<file path="config.mk">
export PLATFORM = sky130hd
export DESIGN_NAME = drbank_seq
export DESIGN_NICKNAME = d
export VERILOG_FILES = /design/src/rtl/drbank_pkg.sv /design/src/rtl/drbank_fifo.sv /design/src/rtl/drbank_array.sv /design/src/rtl/drbank_phase.sv /design/src/rtl/drbank_seq.sv
export SDC_FILE = /design/constraint.sdc
export NUM_CORES = 1
export LEC_CHECK = 0
export ABC_AREA = 0
export BUFFER_PORTS_ARGS = -buffer_cell sky130_fd_sc_hd__buf_2
export CORE_ASPECT_RATIO = 1.2
export CORE_UTILIZATION = 35
export CTS_BUF_LIST = sky130_fd_sc_hd__clkbuf_8
export DETAILED_ROUTE_END_ITERATION = 8
export GPL_ROUTABILITY_DRIVEN = 0
export PLACE_DENSITY = 0.5
export SKIP_CTS_REPAIR_TIMING = 1
export SYNTH_ARGS = -nofsm -noshare
export SYNTH_HDL_FRONTEND = slang
export SYNTH_SLANG_ARGS = --single-unit
</file>
<file path="constraint.sdc">
create_clock -name clk -period 3 [get_ports clk]
set_input_delay 0 -clock clk [delete_from_list [all_inputs] [get_ports clk]]
set_output_delay 0 -clock clk [all_outputs]
set_load 0.005 [all_outputs]
</file>
<file path="src/rtl/drbank_pkg.sv">
package drbank_pkg;

  typedef enum logic [1:0] {
    PH_IDLE    = 2'd0,
    PH_ACCESS  = 2'd1,
    PH_RESTORE = 2'd2
  } phase_e;

endpackage

</file>
<file path="src/rtl/drbank_fifo.sv">
module drbank_fifo #(
  parameter int W     = 13,
  parameter int DEPTH = 4
) (
  input  logic         clk,
  input  logic         rst_n,
  input  logic         push,
  input  logic [W-1:0] din,
  input  logic         pop,
  output logic [W-1:0] dout,
  output logic         full,
  output logic         empty
);

  localparam int PTR_W = (DEPTH > 1) ? $clog2(DEPTH) : 1;
  localparam int CNT_W = $clog2(DEPTH + 1);
  localparam logic [PTR_W-1:0] LAST = PTR_W'(DEPTH - 1);

  logic [W-1:0]     ent_q [DEPTH];
  logic [PTR_W-1:0] wptr_q, wptr_d;
  logic [PTR_W-1:0] rptr_q, rptr_d;
  logic [CNT_W-1:0] cnt_q,  cnt_d;

  // entry storage: one enabled register per slot
  for (genvar i = 0; i < DEPTH; i++) begin : g_slot
    logic slot_en;
    assign slot_en = push && (wptr_q == PTR_W'(i));
    always_ff @(posedge clk or negedge rst_n) begin
      if (!rst_n) begin
        ent_q[i] <= '0;
      end else if (slot_en) begin
        ent_q[i] <= din;
      end
    end
  end

  always_comb begin
    wptr_d = wptr_q;
    rptr_d = rptr_q;
    cnt_d  = cnt_q;
    if (push) begin
      wptr_d = (wptr_q == LAST) ? '0 : wptr_q + 1'b1;
    end
    if (pop) begin
      rptr_d = (rptr_q == LAST) ? '0 : rptr_q + 1'b1;
    end
    case ({push, pop})
      2'b10:   cnt_d = cnt_q + 1'b1;
      2'b01:   cnt_d = cnt_q - 1'b1;
      default: cnt_d = cnt_q;
    endcase
  end

  always_ff @(posedge clk or negedge rst_n) begin
    if (!rst_n) begin
      wptr_q <= '0;
      rptr_q <= '0;
      cnt_q  <= '0;
    end else begin
      wptr_q <= wptr_d;
      rptr_q <= rptr_d;
      cnt_q  <= cnt_d;
    end
  end

  assign dout  = ent_q[rptr_q];
  assign full  = (cnt_q == CNT_W'(DEPTH));
  assign empty = (cnt_q == '0);

  AST_NO_OVERFLOW: assert property (@(posedge clk) disable iff (!rst_n)
    push |-> !full);
  AST_NO_UNDERFLOW: assert property (@(posedge clk) disable iff (!rst_n)
    pop |-> !empty);
  AST_CNT_STEP: assert property (@(posedge clk) disable iff (!rst_n)
    (push && !pop) |=> (cnt_q == $past(cnt_q) + 1'b1));

endmodule

</file>
<file path="src/rtl/drbank_array.sv">
module drbank_array #(
  parameter int ADDR_W = 4,
  parameter int DATA_W = 8
) (
  input  logic              clk,
  input  logic              rst_n,
  input  logic [ADDR_W-1:0] addr,
  input  logic [DATA_W-1:0] wdata,
  input  logic              wr_en,
  input  logic              sense_en,
  input  logic              restore_en,
  output logic [DATA_W-1:0] sense_data
);

  localparam int ROWS = 1 << ADDR_W;

  logic [DATA_W-1:0] row_q [ROWS];
  logic [DATA_W-1:0] sense_q;

  // each row: write, destructive sense (clears), or restore of the sensed value
  for (genvar r = 0; r < ROWS; r++) begin : g_row
    logic hit;
    assign hit = (addr == ADDR_W'(r));
    always_ff @(posedge clk or negedge rst_n) begin
      if (!rst_n) begin
        row_q[r] <= '0;
      end else if (hit && wr_en) begin
        row_q[r] <= wdata;
      end else if (hit && sense_en) begin
        row_q[r] <= '0;
      end else if (hit && restore_en) begin
        row_q[r] <= sense_q;
      end
    end
  end

  always_ff @(posedge clk or negedge rst_n) begin
    if (!rst_n) begin
      sense_q <= '0;
    end else if (sense_en) begin
      sense_q <= row_q[addr];
    end
  end

  assign sense_data = sense_q;

  AST_ONE_BANK_OP: assert property (@(posedge clk) disable iff (!rst_n)
    $onehot0({wr_en, sense_en, restore_en}));
  AST_SENSE_CLEARS: assert property (@(posedge clk) disable iff (!rst_n)
    sense_en |=> (row_q[$past(addr)] == '0));

endmodule

</file>
<file path="src/rtl/drbank_phase.sv">
module drbank_phase
  import drbank_pkg::*;
#(
  parameter int ADDR_W  = 4,
  parameter int DATA_W  = 8,
  parameter int ACC_CYC = 3,
  parameter int RST_CYC = 2
) (
  input  logic              clk,
  input  logic              rst_n,
  input  logic              q_empty,
  input  logic              head_wr,
  input  logic [ADDR_W-1:0] head_addr,
  input  logic [DATA_W-1:0] head_data,
  output logic              pop,
  output logic              arr_wr_en,
  output logic              arr_sense_en,
  output logic              arr_restore_en,
  output logic [ADDR_W-1:0] cur_addr,
  output logic [DATA_W-1:0] cur_data,
  output logic              rd_valid,
  output logic              active
);

  localparam int MAX_CYC = (ACC_CYC > RST_CYC) ? ACC_CYC : RST_CYC;
  localparam int CNT_W   = $clog2(MAX_CYC + 1);
  localparam logic [CNT_W-1:0] ACC_LOAD = CNT_W'(ACC_CYC - 1);
  localparam logic [CNT_W-1:0] RST_LOAD = CNT_W'(RST_CYC - 1);

  phase_e            state_q, state_d;
  logic [CNT_W-1:0]  cnt_q,   cnt_d;
  logic              op_wr_q;
  logic [ADDR_W-1:0] addr_q;
  logic [DATA_W-1:0] data_q;
  logic              rdv_q,   rdv_d;
  logic              phase_end;

  assign phase_end = (cnt_q == '0);

  always_comb begin
    state_d        = state_q;
    cnt_d          = cnt_q;
    rdv_d          = 1'b0;
    pop            = 1'b0;
    arr_wr_en      = 1'b0;
    arr_sense_en   = 1'b0;
    arr_restore_en = 1'b0;
    case (state_q)
      PH_IDLE: begin
        if (!q_empty) begin
          pop     = 1'b1;
          state_d = PH_ACCESS;
          cnt_d   = ACC_LOAD;
        end
      end
      PH_ACCESS: begin
        if (!phase_end) begin
          cnt_d = cnt_q - 1'b1;
        end else if (op_wr_q) begin
          arr_wr_en = 1'b1;
          if (!q_empty) begin
            pop     = 1'b1;
            state_d = PH_ACCESS;
            cnt_d   = ACC_LOAD;
          end else begin
            state_d = PH_IDLE;
          end
        end else begin
          arr_sense_en = 1'b1;
          rdv_d        = 1'b1;
          state_d      = PH_RESTORE;
          cnt_d        = RST_LOAD;
        end
      end
      PH_RESTORE: begin
        if (!phase_end) begin
          cnt_d = cnt_q - 1'b1;
        end else begin
          arr_restore_en = 1'b1;
          if (!q_empty) begin
            pop     = 1'b1;
            state_d = PH_ACCESS;
            cnt_d   = ACC_LOAD;
          end else begin
            state_d = PH_IDLE;
          end
        end
      end
      default: state_d = PH_IDLE;
    endcase
  end

  always_ff @(posedge clk or negedge rst_n) begin
    if (!rst_n) begin
      state_q <= PH_IDLE;
      cnt_q   <= '0;
      rdv_q   <= 1'b0;
    end else begin
      state_q <= state_d;
      cnt_q   <= cnt_d;
      rdv_q   <= rdv_d;
    end
  end

  // request capture, enabled by the pop
  always_ff @(posedge clk or negedge rst_n) begin
    if (!rst_n) begin
      op_wr_q <= 1'b0;
      addr_q  <= '0;
      data_q  <= '0;
    end else if (pop) begin
      op_wr_q <= head_wr;
      addr_q  <= head_addr;
      data_q  <= head_data;
    end
  end

  assign cur_addr = addr_q;
  assign cur_data = data_q;
  assign rd_valid = rdv_q;
  assign active   = (state_q != PH_IDLE);

  AST_READ_RESTORES: assert property (@(posedge clk) disable iff (!rst_n)
    (state_q == PH_ACCESS && phase_end && !op_wr_q) |=> (state_q == PH_RESTORE));
  AST_WRITE_NO_RESTORE: assert property (@(posedge clk) disable iff (!rst_n)
    (state_q == PH_ACCESS && phase_end && op_wr_q) |=> (state_q != PH_RESTORE));
  AST_NO_POP_RESTORE: assert property (@(posedge clk) disable iff (!rst_n)
    (state_q == PH_RESTORE && !phase_end) |-> !pop);
  AST_RDV_FROM_ACCESS: assert property (@(posedge clk) disable iff (!rst_n)
    rd_valid |-> (state_q == PH_RESTORE));

endmodule

</file>
<file path="src/rtl/drbank_seq.sv">
module drbank_seq #(
  parameter int ADDR_W     = 4,
  parameter int DATA_W     = 8,
  parameter int FIFO_DEPTH = 4,
  parameter int ACC_CYC    = 3,
  parameter int RST_CYC    = 2
) (
  input  logic              clk,
  input  logic              rst_n,
  input  logic              req_valid,
  output logic              req_ready,
  input  logic              req_write,
  input  logic [ADDR_W-1:0] req_addr,
  input  logic [DATA_W-1:0] req_wdata,
  output logic              rd_valid,
  output logic [DATA_W-1:0] rd_data,
  output logic              busy
);

  localparam int REQ_W = 1 + ADDR_W + DATA_W;

  logic              push, pop, q_full, q_empty;
  logic [REQ_W-1:0]  q_din, q_dout;
  logic              head_wr;
  logic [ADDR_W-1:0] head_addr, cur_addr;
  logic [DATA_W-1:0] head_data, cur_data;
  logic              arr_wr_en, arr_sense_en, arr_restore_en;
  logic              active;

  assign req_ready = !q_full;
  assign push      = req_valid && req_ready;
  assign q_din     = {req_write, req_addr, req_wdata};
  assign {head_wr, head_addr, head_data} = q_dout;

  drbank_fifo #(
    .W     (REQ_W),
    .DEPTH (FIFO_DEPTH)
  ) u_fifo (
    .clk   (clk),
    .rst_n (rst_n),
    .push  (push),
    .din   (q_din),
    .pop   (pop),
    .dout  (q_dout),
    .full  (q_full),
    .empty (q_empty)
  );

  drbank_phase #(
    .ADDR_W  (ADDR_W),
    .DATA_W  (DATA_W),
    .ACC_CYC (ACC_CYC),
    .RST_CYC (RST_CYC)
  ) u_phase (
    .clk            (clk),
    .rst_n          (rst_n),
    .q_empty        (q_empty),
    .head_wr        (head_wr),
    .head_addr      (head_addr),
    .head_data      (head_data),
    .pop            (pop),
    .arr_wr_en      (arr_wr_en),
    .arr_sense_en   (arr_sense_en),
    .arr_restore_en (arr_restore_en),
    .cur_addr       (cur_addr),
    .cur_data       (cur_data),
    .rd_valid       (rd_valid),
    .active         (active)
  );

  drbank_array #(
    .ADDR_W (ADDR_W),
    .DATA_W (DATA_W)
  ) u_array (
    .clk        (clk),
    .rst_n      (rst_n),
    .addr       (cur_addr),
    .wdata      (cur_data),
    .wr_en      (arr_wr_en),
    .sense_en   (arr_sense_en),
    .restore_en (arr_restore_en),
    .sense_data (rd_data)
  );

  assign busy = active || !q_empty;

  AST_BUSY_ON_ACCEPT: assert property (@(posedge clk) disable iff (!rst_n)
    push |=> busy);
  AST_RDV_PULSE: assert property (@(posedge clk) disable iff (!rst_n)
    rd_valid |=> !rd_valid);
  AST_READY_WHEN_IDLE: assert property (@(posedge clk) disable iff (!rst_n)
    !busy |-> req_ready);

endmodule

</file>
==> qor.yml <==
floorplanning:
  die_h_um: 196
  start_util_pct: 35.8
  die-area_um2: 32100
  fp.dieW_um: 164
  rows: 70
  io_pins: 27
  coreArea_um2: 30700
run_status:
  outcome: "complete, but fails checks"
  violations: "negative hold slack"
drt:
  drtIter0Drc: 908
  final_antenna_net_count: 0
  vias: 8343
  vias_per_cell: 5.70
  top_layer: "met4"
  routed_wl_um: 32800
  drt-met1-wl_um: 14700
  met2_length_um: 15500
  wl_met3_um: 1790
  drc: 0
  dr.pass1.iters: 6
  detail_route.wl_per_cell_um: 22.4
synth:
  synth.avg_cell_area_um2: 11.1
  yosysUniqueCellTypes: 57
  syn_nets: 1018
  netlist_instances: 991
  netlist.top_cell.by_area: "dfrtp_1"
  synth_edf_count: 0
  ys_ff_latch: 213
  ys_warn_count: 0
  synth_top_cells_by_area: "dfrtp_1 (49%), mux2_2 (7.0%), o31ai_1 (5.9%), mux2i_1 (4.5%), mux4_2 (4.3%)"
  async_flop_share_pct: 100
  yosysTopAreaCellShare_pct: 48.5
  yosysSeqAreaShare_pct: 48.5
  ys.flop_type: "dfrtp_1"
  syn-cell-area_um2: 11000
timing:
  final_max_slew_viol_count: 0
  tightest_slew_ps: 1160
  slew_headroom_pct: 22.6
  timing.final.ws_setup_ps: 388
  finalSetupViolations: 0
  fin_skew_ps: 39.7
  rsz0062_at_grt: "false"
  fin_crit_ps: 2610
  fmax_mhz: 383
  hold_viol_final: 1
  final.period_utilization_pct: 87.1
  fin_hold_ws_ps: -69.4
  tns_ps: 0
global_routing:
  grt_max_degree: 107
  grt.total_usage_pct: 21.1
  grt_pass1_wl_um: 51400
  antenna_found_initial: 0
  first_global_vias: 8393
  gr-total-overflow: 0
cts:
  cts_buffer_depth: 3
  cts_sinks: 213
  htree_levels: 2
  clkLatencyLatePin_ps: 570
  cts_root_buf: "clkbuf_8"
  path_clk_slew_ps: 60
  cts_buffers: 41
  cts_tree: "yes"
min_path:
  min_path_type: "input pin to flop"
  holdPathStages: 3
  hold_start: "req_valid"
  hold-path-endpoint: "u_fifo.wptr_q[1]"
finish:
  fill_cells: 3009
  drive_gt1_share_pct: 23.5
  n_antenna_cell: 0
  final_cells: 1464
  finalInstanceArea_um2: 12500
  layout.nets: 1068
  area_growth_syn_to_layout_pct: 14.0
setup_path:
  reg2reg_from: "u_phase.state_q[1]"
  cp.arrival_ps: 3000
  cp-start-kind: "flop"
  reg2reg_to: "u_array.row_q[26]"
  worstSetupEndpointType: "flop"
  cp.required_ps: 3390
  critical_path_class: "flop to flop"
  r2r_slack_ps: 390
  crit_fanout: 12
  reg2reg_depth: 5
placed_design:
  post_dp_cell_area_um2: 11600
  port_buffers: 26
  hpwlAfterDp_um: 21400
  dp_cells: 1380
  pre_cts_ws_ps: 386
power_and_ir_drop:
  powerDensity_nw_per_um2: 1080
  total_power_uw: 13600
  max-vdd-ir-drop_mv: 0.480
  power.static_leakage_uw: 0.00562
flow_run:
  drv_cap: 0
## logic make-up (layout without fill, tap and decap cells)
kind of cell	after synthesis	count (layout)	synth area share, %
simple gates	225	225	11.4
compound gates	278	278	17.2
fa+ha+maj	11	11	1.32
buf+inv	123	200	5.57
flops	213	213	48.5
xor+xnor	3	3	0.239
mux	138	138	15.7
## worst max-delay path by stage
stage	startpoint	to	slack [ps]	depth (start not counted)
6_report	u_phase.state_q[1]	u_array.row_q[26]	390	5
5_1_grt	u_phase.state_q[1]	u_array.row_q[2]	190	5
4_1_cts	u_phase.state_q[1]	u_array.row_q[26]	380	5
3_5_place_dp	u_phase.state_q[1]	u_array.row_q[114]	390	5
3_3_place_gp	u_phase.state_q[1]	u_array.row_q[3]	460	6
2_1_floorplan	u_phase.cnt_q[1]	u_fifo.cnt_q[2]	550	12
## routing by layer
layer | track usage [%] | vias up
li1 | - | 3822
met1 | 29.4 | 4192
met2 | 33.2 | 265
met3 | 3.64 | 64
met4 | 6.79 | 0
met5 | 0 | -
## cells in the mapped netlist (8+ instances only)
master    count
a21oi_1      89
a221oi_1      8
a222oi_1     32
a22oi_1       9
a31oi_1       8
buf_2        34
buf_4         8
buf_6         8
clkbuf_1     25
dfrtp_1     213
ha_1         10
inv_1        40
mux2_2       68
mux2i_1      49
mux4_2       21
nand2_1     111
nand3_1      16
nand4_1      18
nor2_1       31
nor3_4        8
o21ai_0      21
o22ai_1      16
o31ai_1      86
## area by class of cell
class,instances,area [µm²],share of cell area (%)
clock inverters,21,118,0.940
clock buffers,49,674,5.39
multi-input cells,655,5050,40.4
flip-flops and latches,213,5330,42.6
well taps,396,495,3.96
repair buffers,90,693,5.54
inverters,40,150,1.20
## critical path, cell delays in order (launching register included)
cell	delay, ps
dfrtp_1	400
inv_1	100
ha_1	190
nand4bb_2	490
nor2_1	1070
o31ai_1	190
## metrics by stage
stage | utilization [%] | hold slack, ps
floorplan | - | -296
global placement | 37.8 | 132
detailed placement | 37.8 | 124
CTS | 40.4 | -479
global route | 40.8 | 13.3
finish | 40.8 | -69.4
## flip-flops by register name, summed over array words and instances, names as in the netlist
name	flops
u_array.row_q	128
u_fifo.ent_q	52
u_array.sense_data	8
u_phase.cur_data	8
u_phase.cur_addr	4
u_fifo.cnt_q	3
u_fifo.rptr_q	2
u_fifo.wptr_q	2
u_phase.cnt_q	2
u_phase.state_q	2
u_phase.op_wr_q	1
u_phase.rd_valid	1
## cell usage in the layout, fill, tap and decap left out, drive strengths merged, types with 2 or more instances in the layout
master       Yosys  layout
and3             4       4
nor2            34      34
nor4             7       7
nand3           16      16
xor2             2       2
a22oi            9       9
mux2            68      68
ha              10      10
clkbuf          26      49
inv             40      55
nand2          111     111
and4bb           2       2
a31oi            8       8
a222oi          32      32
o21ai           22      22
a21oi           89      89
o31ai           87      87
a221oi           8       8
clkinv           0       6
nand3b           2       2
and2             2       2
mux4            21      21
nor4b            3       3
nor3            10      10
nand4           18      18
mux2i           49      49
dlygate4sd3      0      14
nand2b           6       6
nor2b            6       6
buf             57      76
o22ai           16      16
dfrtp          213     213
## power by group
group          internal, µW  switching, µW  total, µW
combinational          2520           2720       5250
clock                  1490           1300       2800
sequential             4040           1490       5530
(Power assumes the default switching activity.)
